[src/rtl/smi_agg_pkg.sv]
package smi_agg_pkg;
  localparam int SMI_REGS = 7;
  localparam int SMI_REG_W = 8;
  localparam int SMI_SRC = SMI_REGS * SMI_REG_W;
  localparam int SMI_ADDR_W = 4;
  localparam int SMI_IDX_W = $clog2(SMI_REGS);
  localparam int ROUTE_REG = 1;
  localparam int PIN_ROUTE_BIT = 7;
  localparam int IRQ_ROUTE_BIT = 6;
  localparam int CFG_DRIVE_BIT = 7;
  localparam int CFG_POL_BIT = 1;
  localparam logic [SMI_ADDR_W-1:0] ADDR_CFG = 4'hF;

  typedef struct packed {
    logic [SMI_REGS-1:0]  enWr;
    logic [SMI_REGS-1:0]  stClr;
    logic                 cfgWr;
    logic [SMI_REG_W-1:0] data;
  } smi_strobe_t;

  typedef enum logic [1:0] {RD_NONE, RD_EN, RD_ST, RD_CFG} smi_rd_kind_t;

  // Mask of register bits that carry a real source.
  function automatic logic [SMI_REG_W-1:0] regSrcMask(input int r);
    logic [SMI_REG_W-1:0] m;
    m = '1;
    if (r == ROUTE_REG) begin
      m[PIN_ROUTE_BIT] = 1'b0;
      m[IRQ_ROUTE_BIT] = 1'b0;
    end
    return m;
  endfunction

  function automatic logic [SMI_SRC-1:0] srcMask();
    logic [SMI_SRC-1:0] m;
    for (int r = 0; r < SMI_REGS; r++) m[r*SMI_REG_W +: SMI_REG_W] = regSrcMask(r);
    return m;
  endfunction
endpackage

[src/rtl/smi_ctrl.sv]
module smi_ctrl
  import smi_agg_pkg::*;
(
  input  logic                  hostWrEn,
  input  logic [SMI_ADDR_W-1:0] hostAddr,
  input  logic [SMI_REG_W-1:0]  hostWrData,
  output smi_strobe_t           strb,
  output smi_rd_kind_t          rdKind,
  output logic [SMI_IDX_W-1:0]  rdIdx
);
  logic                 bankSt;
  logic [SMI_IDX_W-1:0] idx;

  assign bankSt = hostAddr[SMI_ADDR_W-1];
  assign idx    = hostAddr[SMI_IDX_W-1:0];
  assign rdIdx  = idx;

  always_comb begin
    strb      = '0;
    strb.data = hostWrData;
    rdKind    = RD_NONE;
    if (hostAddr == ADDR_CFG) begin
      rdKind     = RD_CFG;
      strb.cfgWr = hostWrEn;
    end else if (int'(idx) < SMI_REGS) begin
      if (bankSt) begin
        rdKind          = RD_ST;
        strb.stClr[idx] = hostWrEn;
      end else begin
        rdKind         = RD_EN;
        strb.enWr[idx] = hostWrEn;
      end
    end
  end
endmodule

[src/rtl/smi_datapath.sv]
module smi_datapath
  import smi_agg_pkg::*;
(
  input  logic                 clk,
  input  logic                 rst,
  input  smi_strobe_t          strb,
  input  smi_rd_kind_t         rdKind,
  input  logic [SMI_IDX_W-1:0] rdIdx,
  input  logic [SMI_SRC-1:0]   srcEvent,
  output logic [SMI_SRC-1:0]   enVec,
  output logic [SMI_SRC-1:0]   stVec,
  output logic                 group,
  output logic                 pinRoute,
  output logic                 irqRoute,
  output logic                 cfgPushPull,
  output logic                 cfgActiveHigh,
  output logic [SMI_REG_W-1:0] rdData
);
  localparam logic [SMI_SRC-1:0] SRC_MASK = srcMask();

  logic [SMI_REGS-1:0][SMI_REG_W-1:0] enAll;
  logic [SMI_REGS-1:0][SMI_REG_W-1:0] stAll;

  for (genvar r = 0; r < SMI_REGS; r++) begin : g_reg
    localparam logic [SMI_REG_W-1:0] M = regSrcMask(r);
    logic [SMI_REG_W-1:0] enQ;
    logic [SMI_REG_W-1:0] stQ;
    logic [SMI_REG_W-1:0] clrMask;

    assign clrMask = strb.stClr[r] ? strb.data : '0;

    always_ff @(posedge clk) begin
      if (rst) begin
        enQ <= '0;
        stQ <= '0;
      end else begin
        if (strb.enWr[r]) enQ <= strb.data;
        stQ <= ((stQ & ~clrMask) | srcEvent[r*SMI_REG_W +: SMI_REG_W]) & M;
      end
    end

    assign enAll[r] = enQ;
    assign stAll[r] = stQ;
  end

  always_ff @(posedge clk) begin
    if (rst) begin
      cfgPushPull   <= 1'b0;
      cfgActiveHigh <= 1'b0;
    end else if (strb.cfgWr) begin
      cfgPushPull   <= strb.data[CFG_DRIVE_BIT];
      cfgActiveHigh <= strb.data[CFG_POL_BIT];
    end
  end

  assign enVec    = enAll;
  assign stVec    = stAll;
  assign group    = |(stVec & enVec & SRC_MASK);
  assign pinRoute = enAll[ROUTE_REG][PIN_ROUTE_BIT];
  assign irqRoute = enAll[ROUTE_REG][IRQ_ROUTE_BIT];

  always_comb begin
    rdData = '0;
    case (rdKind)
      RD_EN:  rdData = enAll[rdIdx];
      RD_ST:  rdData = stAll[rdIdx];
      RD_CFG: begin
        rdData[CFG_DRIVE_BIT] = cfgPushPull;
        rdData[CFG_POL_BIT]   = cfgActiveHigh;
      end
      default: rdData = '0;
    endcase
  end
endmodule

[src/rtl/smi_pin_stage.sv]
module smi_pin_stage (
  input  logic group,
  input  logic pinRoute,
  input  logic irqRoute,
  input  logic activeHigh,
  input  logic pushPull,
  output logic pinData,
  output logic pinOe,
  output logic serIrqReq
);
  logic asserted;
  logic level;

  assign asserted  = group & pinRoute;
  assign level     = activeHigh ? asserted : ~asserted;
  assign serIrqReq = group & irqRoute;

  always_comb begin
    if (pushPull) begin
      pinData = level;
      pinOe   = 1'b1;
    end else begin
      pinData = 1'b0;
      pinOe   = ~level;
    end
  end
endmodule

[src/rtl/smi_aggregator.sv]
module smi_aggregator
  import smi_agg_pkg::*;
(
  input  logic                  clk,
  input  logic                  rst,
  input  logic [SMI_SRC-1:0]    srcEvent,
  input  logic                  hostWrEn,
  input  logic [SMI_ADDR_W-1:0] hostAddr,
  input  logic [SMI_REG_W-1:0]  hostWrData,
  output logic [SMI_REG_W-1:0]  hostRdData,
  output logic                  smiGroup,
  output logic                  pinData,
  output logic                  pinOe,
  output logic                  serIrqReq
);
  smi_strobe_t          strb;
  smi_rd_kind_t         rdKind;
  logic [SMI_IDX_W-1:0] rdIdx;
  logic [SMI_SRC-1:0]   enVec;
  logic [SMI_SRC-1:0]   stVec;
  logic                 pinRoute;
  logic                 irqRoute;
  logic                 cfgPushPull;
  logic                 cfgActiveHigh;

  smi_ctrl u_ctrl (
    .hostWrEn  (hostWrEn),
    .hostAddr  (hostAddr),
    .hostWrData(hostWrData),
    .strb      (strb),
    .rdKind    (rdKind),
    .rdIdx     (rdIdx)
  );

  smi_datapath u_dp (
    .clk          (clk),
    .rst          (rst),
    .strb         (strb),
    .rdKind       (rdKind),
    .rdIdx        (rdIdx),
    .srcEvent     (srcEvent),
    .enVec        (enVec),
    .stVec        (stVec),
    .group        (smiGroup),
    .pinRoute     (pinRoute),
    .irqRoute     (irqRoute),
    .cfgPushPull  (cfgPushPull),
    .cfgActiveHigh(cfgActiveHigh),
    .rdData       (hostRdData)
  );

  smi_pin_stage u_pin (
    .group     (smiGroup),
    .pinRoute  (pinRoute),
    .irqRoute  (irqRoute),
    .activeHigh(cfgActiveHigh),
    .pushPull  (cfgPushPull),
    .pinData   (pinData),
    .pinOe     (pinOe),
    .serIrqReq (serIrqReq)
  );
endmodule

[config.mk]
export PLATFORM = sky130hd
export DESIGN_NAME = smi_aggregator
export DESIGN_NICKNAME = d
export VERILOG_FILES = /design/src/rtl/smi_agg_pkg.sv /design/src/rtl/smi_ctrl.sv /design/src/rtl/smi_datapath.sv /design/src/rtl/smi_pin_stage.sv /design/src/rtl/smi_aggregator.sv
export SDC_FILE = /design/constraint.sdc
export NUM_CORES = 1
export LEC_CHECK = 0
export ABC_AREA = 1
export BUFFER_PORTS_ARGS = -buffer_cell sky130_fd_sc_hd__buf_2
export CAP_MARGIN = 25
export CORE_ASPECT_RATIO = 1.2
export CORE_MARGIN = 1.5
export CORE_UTILIZATION = 45
export CTS_CLUSTER_DIAMETER = 100
export DETAILED_ROUTE_END_ITERATION = 8
export PLACE_DENSITY = 0.69
export SYNTH_ARGS = -nofsm -noshare
export SYNTH_HDL_FRONTEND = slang
export SYNTH_SLANG_ARGS = --single-unit
[constraint.sdc]
create_clock -name clk -period 3.9 [get_ports clk]
set_clock_uncertainty 0.05 [all_clocks]
set_input_delay 0 -clock clk [delete_from_list [all_inputs] [get_ports clk]]
set_output_delay 0 -clock clk [all_outputs]
set_load 0.005 [all_outputs]
### Yosys cells after proc, flatten, opt, wreduce, memory -nomap -nowiden

Index checks and enable logic that the tools add are counted.

* flip-flop bits (word level): 112
* bits of input ports: 71

* order comparisons: 3
* equality and inequality tests: 4
* mux-type cells: 28
* bitwise logic cells: 27
* reductions and logical operators: 2

Operator list (count)
* $mux W8: 8
* $and A56 B56 Y56: 1
* $reduce_or A54 Y1: 1
* $and A8 B8 Y8: 6
* $bmux W8 S3: 2
* $not A8 Y8: 6
* $or A8 B8 Y8: 6
* $mux W14: 2
* $mux W7: 2
* $pmux W5 S2: 1
* $and A7 B7 Y7: 1
* $and A6 B6 Y6: 1
* $mux W2: 3
* $mux W6: 1
* $not A6 Y6: 1
* $or A6 B6 Y6: 1
* $pmux W1 S3: 2
* $mux W1: 5
* $eq A2 B2 Y1 const B: 2
* $eq A4 B4 Y1 const B: 1
* $lt A3 B4 Y1 const B: 1
* $demux W1 S3: 1
* $ge A3 B1 Y1 const B: 1
* $lt A3 B3 Y1 const B: 1
* 5 further kinds: 7

### Depth between registers and ports, before layout

Gate-level depths: netlist of run 1.

* depth after elaboration: 12
* depth in mapped cells: 12
* mapped depth without buffers: 12

### By module

Synthesis of run 1 repeated with hierarchy kept, for this count alone.

* cell total of the unflattened synthesis: 878
* area total of the unflattened synthesis: 5839.4 sq um

Modules (own cells, without submodules)
* smi_datapath: instances 1, cells an instance 815, area an instance 5540.3 sq um, seq. area each 2242.2 sq um
* smi_ctrl: instances 1, cells an instance 53, area an instance 256.5 sq um, seq. area each 0.0 sq um
* smi_pin_stage: instances 1, cells an instance 10, area an instance 42.5 sq um, seq. area each 0.0 sq um

### Least setup slack after synthesis of run 1

No wires, ideal clock.

* path type: input port to output port
* start point: in hostAddr[3]
* end point: out hostRdData[0]
* arrival time: 1.423 ns
* slack: 2.427 ns
* stages on the path: 11
* buffers on the path: 3
* path through: buf_4 -> inv_2 -> buf_4 -> buf_2 -> nand2_1 -> nand2_1 -> ha_1 -> nand2_1 -> a21oi_1 -> o2111ai_1 -> a21oi_1

* longest elaborated chain between the ends: 5
* elaborated cells between the ends (all ways): 7
* those cells by class: 3 x eq/ne; 4 x mux

RTL lines
* start: declaration: RTL line smi_aggregator.sv:8 `input logic [SMI_ADDR_W-1:0] hostAddr,`
* $mux W2: RTL line smi_ctrl.sv:26 `if (bankSt) begin`
* $mux W2: RTL line smi_ctrl.sv:25 `end else if (int'(idx) < SMI_REGS) begin`
* $mux W2 *: RTL line smi_ctrl.sv:22 `if (hostAddr == ADDR_CFG) begin`
* $eq A2 B2 Y1 / $eq A2 B1 Y1 (equally long branches): RTL line smi_datapath.sv:64 `case (rdKind)`
* $pmux W1 S2 *: RTL line smi_datapath.sv:64
* end: declaration: RTL line smi_aggregator.sv:10 `output logic [SMI_REG_W-1:0] hostRdData,`

Every way passes the cells marked *; elsewhere a longest branch is shown, timed or not.

### Worst setup path in the final report of run 1

* start point: reg u_dp.g_reg[6].stQ[6]
* end point: out pinData

* longest elaborated chain between the ends: 6

RTL lines
* start: declaration: RTL line smi_datapath.sv:27 `logic [SMI_REG_W-1:0] stQ;`
* start signal: assignment: RTL line smi_datapath.sv:38 `stQ <= ((stQ & ~clrMask) | srcEvent[r*SMI_REG_W +: SMI_REG_W]) & M;`
* $and A56 B56 Y56 *: RTL line smi_datapath.sv:58 `assign group = |(stVec & enVec & SRC_MASK);`
* $reduce_or A54 Y1 *: RTL line smi_datapath.sv:58
* $and A1 B1 Y1 *: RTL line smi_pin_stage.sv:14 `assign asserted = group & pinRoute;`
* $not A1 Y1: RTL line smi_pin_stage.sv:15 `assign level = activeHigh ? asserted : ~asserted;`
* $mux W1 *: RTL line smi_pin_stage.sv:15
* $mux W1 *: RTL line smi_pin_stage.sv:19 `if (pushPull) begin`
* end: declaration: RTL line smi_aggregator.sv:12 `output logic pinData,`

Marked as above.

==> metrics.md, run 1 <==
| Metric | Value |
|---|---|
| Sequential share of the synthesized area | `39.4%` |
| Vias post-DR | `5,886` |
| Core Area | `12,200 µm²` |
| CTS root buf | `clkbuf_16` |
| Combinational share of power | `13.6%` |
| Initial antenna violation count | `0` |
| Synth unique cells | `26` |
| Worst endpoint required time | `3.85 ns` |
| P_sw | `0.712 mW` |
| GP Congestion | `0.915` |
| Met1 global-route usage | `35.7%` |
| Most frequent cells in the layout | `172 x nand2_1, 122 x inv_1, 118 x a21oi_1, 112 x dfxtp_1, 80 x o21ai_0` |
| FILL cells | `1,223` |
| Setup Viol. Count Final | `0` |
| First-pass GRT wire length | `28,300 µm` |
| CP max FO | `3` |
| Power share of the clock group | `39.2%` |
| DIE WIDTH | `106 µm` |
| Fin. Hold Viols | `0` |
| Later-pin clock latency in the skew report | `0.35 ns` |
| Met3 Use GR | `3.93%` |
| Die Y | `126 µm` |
| Total power | `2.62 mW` |
| Sw Ratio | `27.2%` |
| Post-CTS Setup Bufs | `0` |
| CTS H-tree depth | `3` |
| Post-synth top area cell | `dfxtp_1` |
| Synth Instances | `837` |
| DP HPWL | `12,700 µm` |
| Antenna Cells | `0` |
| Clock slew at reported path FFs | `0.07 ns` |
| Mean Syn Cell Area | `6.81 µm²` |
| DR iter-0 viols | `450` |
| Final period util | `50.5%` |
| Gr ovfl total | `0` |
| Reg2reg setup slack | `3.05 ns` |
| DP Worst Slack | `2.02 ns` |
| Met2 usage | `46.7%` |
| Port-buffer cells | `80` |
| Wirelength per Cell | `16.2 µm` |
| DR pass1 iterations | `6` |
| HP Class | `in2reg` |
| Synth area leaders | `dfxtp_1 39%, nand2_1 11%, a21oi_1 10%, inv_1 8.0%, o21ai_0 7.0%` |
| Cell Rows | `44` |
| Synth warn | `0` |
| Final min period | `1.97 ns` |
| Fmax | `508 MHz` |
| Starting Density | `46.6%` |
| Slew @ Worst Pin | `0.886 ns` |
| Remaining DRCs | `0` |
| TritonCTS clock tree | `done` |
| Status | `complete, no violations` |
| Final ANT Viol Nets | `0` |
| Critical Path Sink Type | `output port` |
| RSZ-0062 raised after global routing | `false` |
| Worst setup margin | `1.93 ns` |
| Setup_tns | `0 ns` |
| Netlist Area Pre-Place | `5700 µm²` |
| Pwr Density | `372 nW/µm²` |
| Most used DFF post-synth | `dfxtp_1` |
| Final WL | `18,000 µm` |
| Vias in the first global route | `5,404` |
| Yosys reg bits | `112` |
| Crit path DAT | `1.92 ns` |
| Fraction of layout cells with a size suffix above 1 | `13.2%` |
| Number of flops mapped to enable cells by yosys | `0` |
| Layout area overhead | `23.7%` |
| Relative slew margins | `40.9%` |
| Int Pwr | `1.91 mW` |
| Final nets | `1,024` |
| I/O pins | `83` |
| Critical Path Source Type | `register` |
| Clock buffers created by TritonCTS | `9` |
| Die footprint | `13,300 µm²` |
| Leakage power | `3.05 nW` |
| Via-per-instance ratio | `5.28` |
| Multi-input gate area | `2740 µm²` |
| GRT Util Overall | `27.4%` |
| Sink Count | `112` |
| Most common cell after layout, fill and taps aside | `nand2_1` |
| Syn Nets | `912` |
| GR peak layer | `met2` |
| Max-cap viol count | `0` |
| Seq. cell area | `2240 µm²` |
| Share of the synthesized area in the top cell type | `39.4%` |
| Largest net degree at the start of global routing | `80` |
| Final Max Slew Viols | `0` |
| VDD IR max | `0.204 mV` |
| Reg power frac | `47.1%` |
| Clock Tree Buf Depth | `2` |
| Async SR Flop Fraction | `0%` |
| Critical path class | `reg2out` |
[metal layers]
metal  part of all wire [%]  up-vias
met5                      0        -
met4                    1.9        0
met3                    6.3       24
met2                     50      232
met1                     42     2668
li1                       -     2962
[power by group through the flow]
stage          Clock [mW]  Sequential, mW  Combinational [mW]
2_1_floorplan           0            1.25               0.200
5_1_grt              1.08            1.24               0.395
3_5_place_dp            0            1.26               0.302
4_1_cts              1.03            1.23               0.350
6_report             1.03            1.24               0.357
3_3_place_gp            0            1.26               0.300
[worst paths after layout]
| kind | startpoint | end | cells past startpoint |
|---|---|---|---|
| max reg2reg | u_dp.g_reg[4].stQ[1] | u_dp.g_reg[4].stQ[1] | 2 |
| min reg2reg | u_dp.g_reg[4].enQ[5] | u_dp.g_reg[4].enQ[5] | 2 |
| min | hostAddr[3] | u_dp.cfgPushPull | 5 |
| max | u_dp.g_reg[6].stQ[6] | pinData | 10 |
[cells by family (layout without fill, tap and decap cells)]
| kind of cell | Yosys count | count (layout) | synth area share (%) |
|---|---|---|---|
| flops | 112 | 112 | 39.4 |
| buf+inv | 173 | 290 | 12.6 |
| fa+ha+maj | 4 | 4 | 0.878 |
| compound gates | 246 | 246 | 23.9 |
| simple gates | 302 | 302 | 23.2 |
[layout make-up]
class,instances,share of cell area [%]
multi-input cells,552,38.8
flip-flops and latches,112,31.8
repair buffers,147,15.1
inverters,127,6.76
clock buffers,9,3.19
well taps,161,2.86
clock inverters,7,1.46
[worst max-delay path, cell delays in order (launching register included)]
cell     delay (ns)
dfxtp_1        0.33
nand2_1        0.11
nand3_1        0.12
nor2_1         0.19
nand3_1        0.09
nor2_1         0.19
nand2_1        0.14
nand3_1        0.11
nand2_1        0.06
nor2_1         0.09
buf_2          0.12
[Yosys cell counts, types with 6 or more instances]
cell type and number:
clkbuf_1 19, buf_2 18, a211oi_1 33, a21oi_1 118, nand2_1 172, o21ai_0 80
dfxtp_1 112, inv_1 122, nand2_2 6, nand4_1 13, nand3_1 45, nor2_1 53
[repair_timing]
action / 4_1_cts / 5_1_grt
setup endpoints to repair: 0 / 0
endpoints found under the hold margin: 111 / 0
hold buffers: 63 / 0
gates resized for setup: 0 / 0
[state kept, by name, indices dropped and copies added (netlist names)]
| signal | count |
|---|---|
| u_dp.g.enQ | 56 |
| u_dp.cfgPushPull | 1 |
| u_dp.cfgActiveHigh | 1 |
| u_dp.g.stQ | 54 |
[stage by stage]
step                      util [%]  std cells  cell area [µm²]  hold slack (ns)
after global placement        49.8       1036             6090            0.192
after floorplan                  -        837             5700           0.0840
after detailed placement      49.8       1036             6090            0.190
final                         57.7       1115             7050            0.188
after global routing          57.7       1115             7050            0.216
after CTS                     57.7       1115             7050            0.178
Note: power is estimated with default switching activity, not from simulation.
==> run 2: changes to the inputs <==
- ABC_AREA: 1 -> 0
- PLACE_DENSITY: 0.69 -> 0.72
- clock period: 3.9 -> 1.8 ns (I/O delays scaled with it)
==> run 2 against run 1 <==
Compared with the run above:
- the flow now finishes with violations (negative setup slack)
- power is 120% higher
- die area is 4.8% lower
- cell count is 5.8% lower
==> metrics.md, run 2 <==
| Metric | Value |
|---|---|
| Die Y | `123 µm (-2.4%)` |
| Synth Area in Compound Gates | `16.3% (-7.6 points)` |
| Core Area | `11,600 µm² (-4.9%)` |
| Clock slew at reported path FFs | `0.08 ns (about the same)` |
| Vias in the first global route | `6,236 (+15%)` |
| Slew @ Worst Pin | `0.559 ns (-0.327 ns)` |
| Most used DFF post-synth | `dfxtp_1` |
| Async SR Flop Fraction | `0% (unchanged)` |
| Synth warn | `0 (unchanged)` |
| Proportion of synthesized area in mux cells | `16.4% (+16 points)` |
| Crit path DAT | `2.30 ns (+0.38 ns)` |
| Sink Count | `112 (unchanged)` |
| Synth unique cells | `47 (+81%)` |
| Share of the synthesized area in the top cell type | `41.4% (+2.0 points)` |
| Starting Density | `46.6% (about the same)` |
| CP max FO | `3 (unchanged)` |
| Cell Rows | `43 (-2.3%)` |
| Vias post-DR | `6,370 (+8.2%)` |
| Gr ovfl total | `0 (unchanged)` |
| Die footprint | `12,700 µm² (-4.8%)` |
| Initial antenna violation count | `2 (+2)` |
| CTS root buf | `clkbuf_16` |
| Clock Tree Buf Depth | `2 (unchanged)` |
| Cell with the most instances after synthesis | `dfxtp_1` |
| Int Pwr | `4.06 mW (+110%)` |
| Total power | `5.70 mW (+120%)` |
| Sw Ratio | `28.7% (+1.5 points)` |
| Combinational family with the most area after synthesis | `simple AND/OR/NAND/NOR gates` |
| Critical Path Sink Type | `output port` |
| Combinational share of power | `19.0% (+5.4 points)` |
| Clock buffers created by TritonCTS | `9 (unchanged)` |
| Reg with most FFs | `u_dp.g.enQ` |
| Relative slew margins | `62.6% (+22 points)` |
| First-pass GRT wire length | `34,700 µm (+22%)` |
| Most common cell after layout, fill and taps aside | `buf_4` |
| Synth Area in Adders | `0.924% (+0.046 points)` |
| Reg2reg setup slack | `0.29 ns (-2.76 ns)` |
| GRT Util Overall | `38.1% (+11 points)` |
| Remaining DRCs | `0 (unchanged)` |
| Fraction of layout cells with a size suffix above 1 | `32.0% (+19 points)` |
| WHS Endpoint | `u_dp.g_reg[2].enQ[4]` |
| Max-cap viol count | `0 (unchanged)` |
| Dpl cells | `952 (-8.1%)` |
| Largest net degree at the start of global routing | `59 (-26%)` |
| Post-synth top cells | `112 x dfxtp_1, 98 x nand2_1, 95 x nor2_1` |
| Worst endpoint required time | `1.75 ns (-2.10 ns)` |
| Most frequent cells in the layout | `98 x buf_4, 97 x nand2_1, 94 x nor2_1, 87 x dfxtp_1, 83 x a21oi_1` |
| Failing checks | `negative setup slack` |
| Yosys reg bits | `112 (unchanged)` |
| Setup Viol. Count Final | `12 (+12)` |
| GP Congestion | `1.00 (+9.3%)` |
| Final nets | `961 (-6.2%)` |
| Later-pin clock latency in the skew report | `0.36 ns (about the same)` |
| Hold slack | `0.0303 ns (-0.158 ns)` |
| DIE WIDTH | `103 µm (-2.4%)` |
| Power share of the clock group | `34.1% (-5.1 points)` |
| Synth Instances | `639 (-24%)` |
| Fin. Hold Viols | `0 (unchanged)` |
| Reg2reg path depth | `4 (+2)` |
| P_sw | `1.63 mW (+130%)` |
| Simple-gate portion of the synthesized area | `21.6% (-1.7 points)` |
| Number of cells on the worst hold path | `3 (-2)` |
| Port-buffer cells | `80 (unchanged)` |
| Sequential share of the synthesized area | `41.4% (+2.0 points)` |
| Reg power frac | `46.9% (-0.2 points)` |
| Final period util | `131%` |
| R2r endpoint | `u_dp.g_reg[5].stQ[7]` |
| Reg2reg start | `u_dp.g_reg[5].stQ[7]` |
| Number of flops mapped to enable cells by yosys | `0 (unchanged)` |
| Via-per-instance ratio | `6.07 (+15%)` |
| CTS H-tree depth | `3 (unchanged)` |
| Critical path class | `reg2out` |
| Netlist Area Pre-Place | `5420 µm² (-4.9%)` |
| Mean Syn Cell Area | `8.48 µm² (+25%)` |
| TritonCTS clock tree | `done` |
| Critical Path Source Type | `register` |
| Layout area overhead | `48.7%` |
| Final min period | `2.35 ns` |
| Status | `finished, violations left` |
| DR iter-0 viols | `951 (+110%)` |
| Hold Crit Start | `hostWrData[4]` |
| VDD IR max | `0.721 mV (+250%)` |
| DP HPWL | `15,700 µm (+23%)` |
| Final WL | `24,300 µm (+34%)` |
| Number of flip-flops in the largest register | `56 (unchanged)` |
| Final Max Slew Viols | `0 (unchanged)` |
| Final core occ | `69.3% (+12 points)` |
| Final ANT Viol Nets | `0 (unchanged)` |
| DR pass1 iterations | `5 (-1)` |
| Leakage power | `3.34 nW (+9.5%)` |
| Fmax | `426 MHz` |
| Worst setup margin | `-0.550 ns (-2.48 ns)` |
| XOR/XNOR Fraction of Synth Area | `0.162% (+0.16 points)` |
| RSZ-0062 raised after global routing | `true` |
| Wirelength per Cell | `23.1 µm (+43%)` |
| Syn Nets | `714 (-22%)` |
| Synth area leaders | `dfxtp_1 41%, mux2i_1 8.9%, a21oi_1 7.8%, nand2_1 6.8%, mux4_2 6.7%` |
| Final Non-Filler Cells | `1,050 (-5.8%)` |
| Post-synth top area cell | `dfxtp_1` |
| I/O pins | `83 (unchanged)` |
| HP Class | `in2reg` |
| Biggest regs | `u_dp.g.enQ (56), u_dp.g.stQ (54)` |
| Pwr Density | `708 nW/µm² (+90%)` |
run 2: critical path, cell delays in order, from the launching register on:
cell and delay (ns):
dfxtp_2 0.33, a22oi_2 0.25, nand4_1 0.15, or4_4 0.55, or4_4 0.43, nand4b_1 0.10
buf_2 0.12
run 2: cell type report:
class,instances,area [µm²]
fillers,890,3570
repair buffers,277,2210
flip-flops and latches,112,2280
well taps,157,196
clock inverters,7,47.5
diodes,2,5.00
multi-input cells,484,3090
inverters,2,7.51
clock buffers,9,225
run 2: worst max-delay path by stage:
stage | startpoint | slack [ns] | to | cells past startpoint
floorplan | u_dp.g_reg[2].stQ[4] | 0.02 | pinData | 5
global placement | u_dp.g_reg[4].stQ[2] | -0.26 | pinData | 6
detailed placement | u_dp.g_reg[4].stQ[2] | -0.29 | pinData | 6
CTS | u_dp.g_reg[4].enQ[2] | -0.57 | pinData | 6
global route | u_dp.g_reg[4].stQ[2] | -0.61 | pinData | 6
finish | u_dp.g_reg[4].stQ[2] | -0.55 | pinData | 6
run 2: repair_timing:
action | CTS | global route
hold buffers | 76 | 0
gates resized for setup | 36 | 30
setup endpoints to repair | 12 | 12
pin swaps | 19 | 10
endpoints found under the hold margin | 71 | 0
setup buffers | 4 | 1
run 2: cell families (layout without fill, tap and decap cells):
logic type,after synthesis,in the layout
simple gates,266,266
compound gates,145,145
flops,112,112
mux,68,68
buf+inv,43,295
fa+ha+maj,4,4
xor+xnor,1,1
other cells,0,2
run 2: layer usage:
layer | track usage (%) | share of wire [%]
met5 | 0 | 0
met1 | 44.9 | 34
met2 | 60.0 | 46
met4 | 29.6 | 8.9
met3 | 8.20 | 12
run 2: metrics by stage:
step                      setup slack, ns  area (µm²)  setup TNS (ns)
final                              -0.550        8050           -3.19
after global routing               -0.609        8050           -3.77
after CTS                          -0.572        7950           -3.03
after detailed placement           -0.288        6790          -0.553
after global placement             -0.257        6790          -0.511
after floorplan                    0.0151        5420               0
run 2: power by group through the flow:
| stage | sequential, mW | combinational [mW] | clock [mW] |
|---|---|---|---|
| 6_report | 2.67 | 1.08 | 1.94 |
| 5_1_grt | 2.68 | 1.13 | 2.03 |
| 2_1_floorplan | 2.69 | 0.401 | 0 |
| 4_1_cts | 2.66 | 1.00 | 1.92 |
| 3_5_place_dp | 2.71 | 0.834 | 0 |
| 3_3_place_gp | 2.71 | 0.821 | 0 |
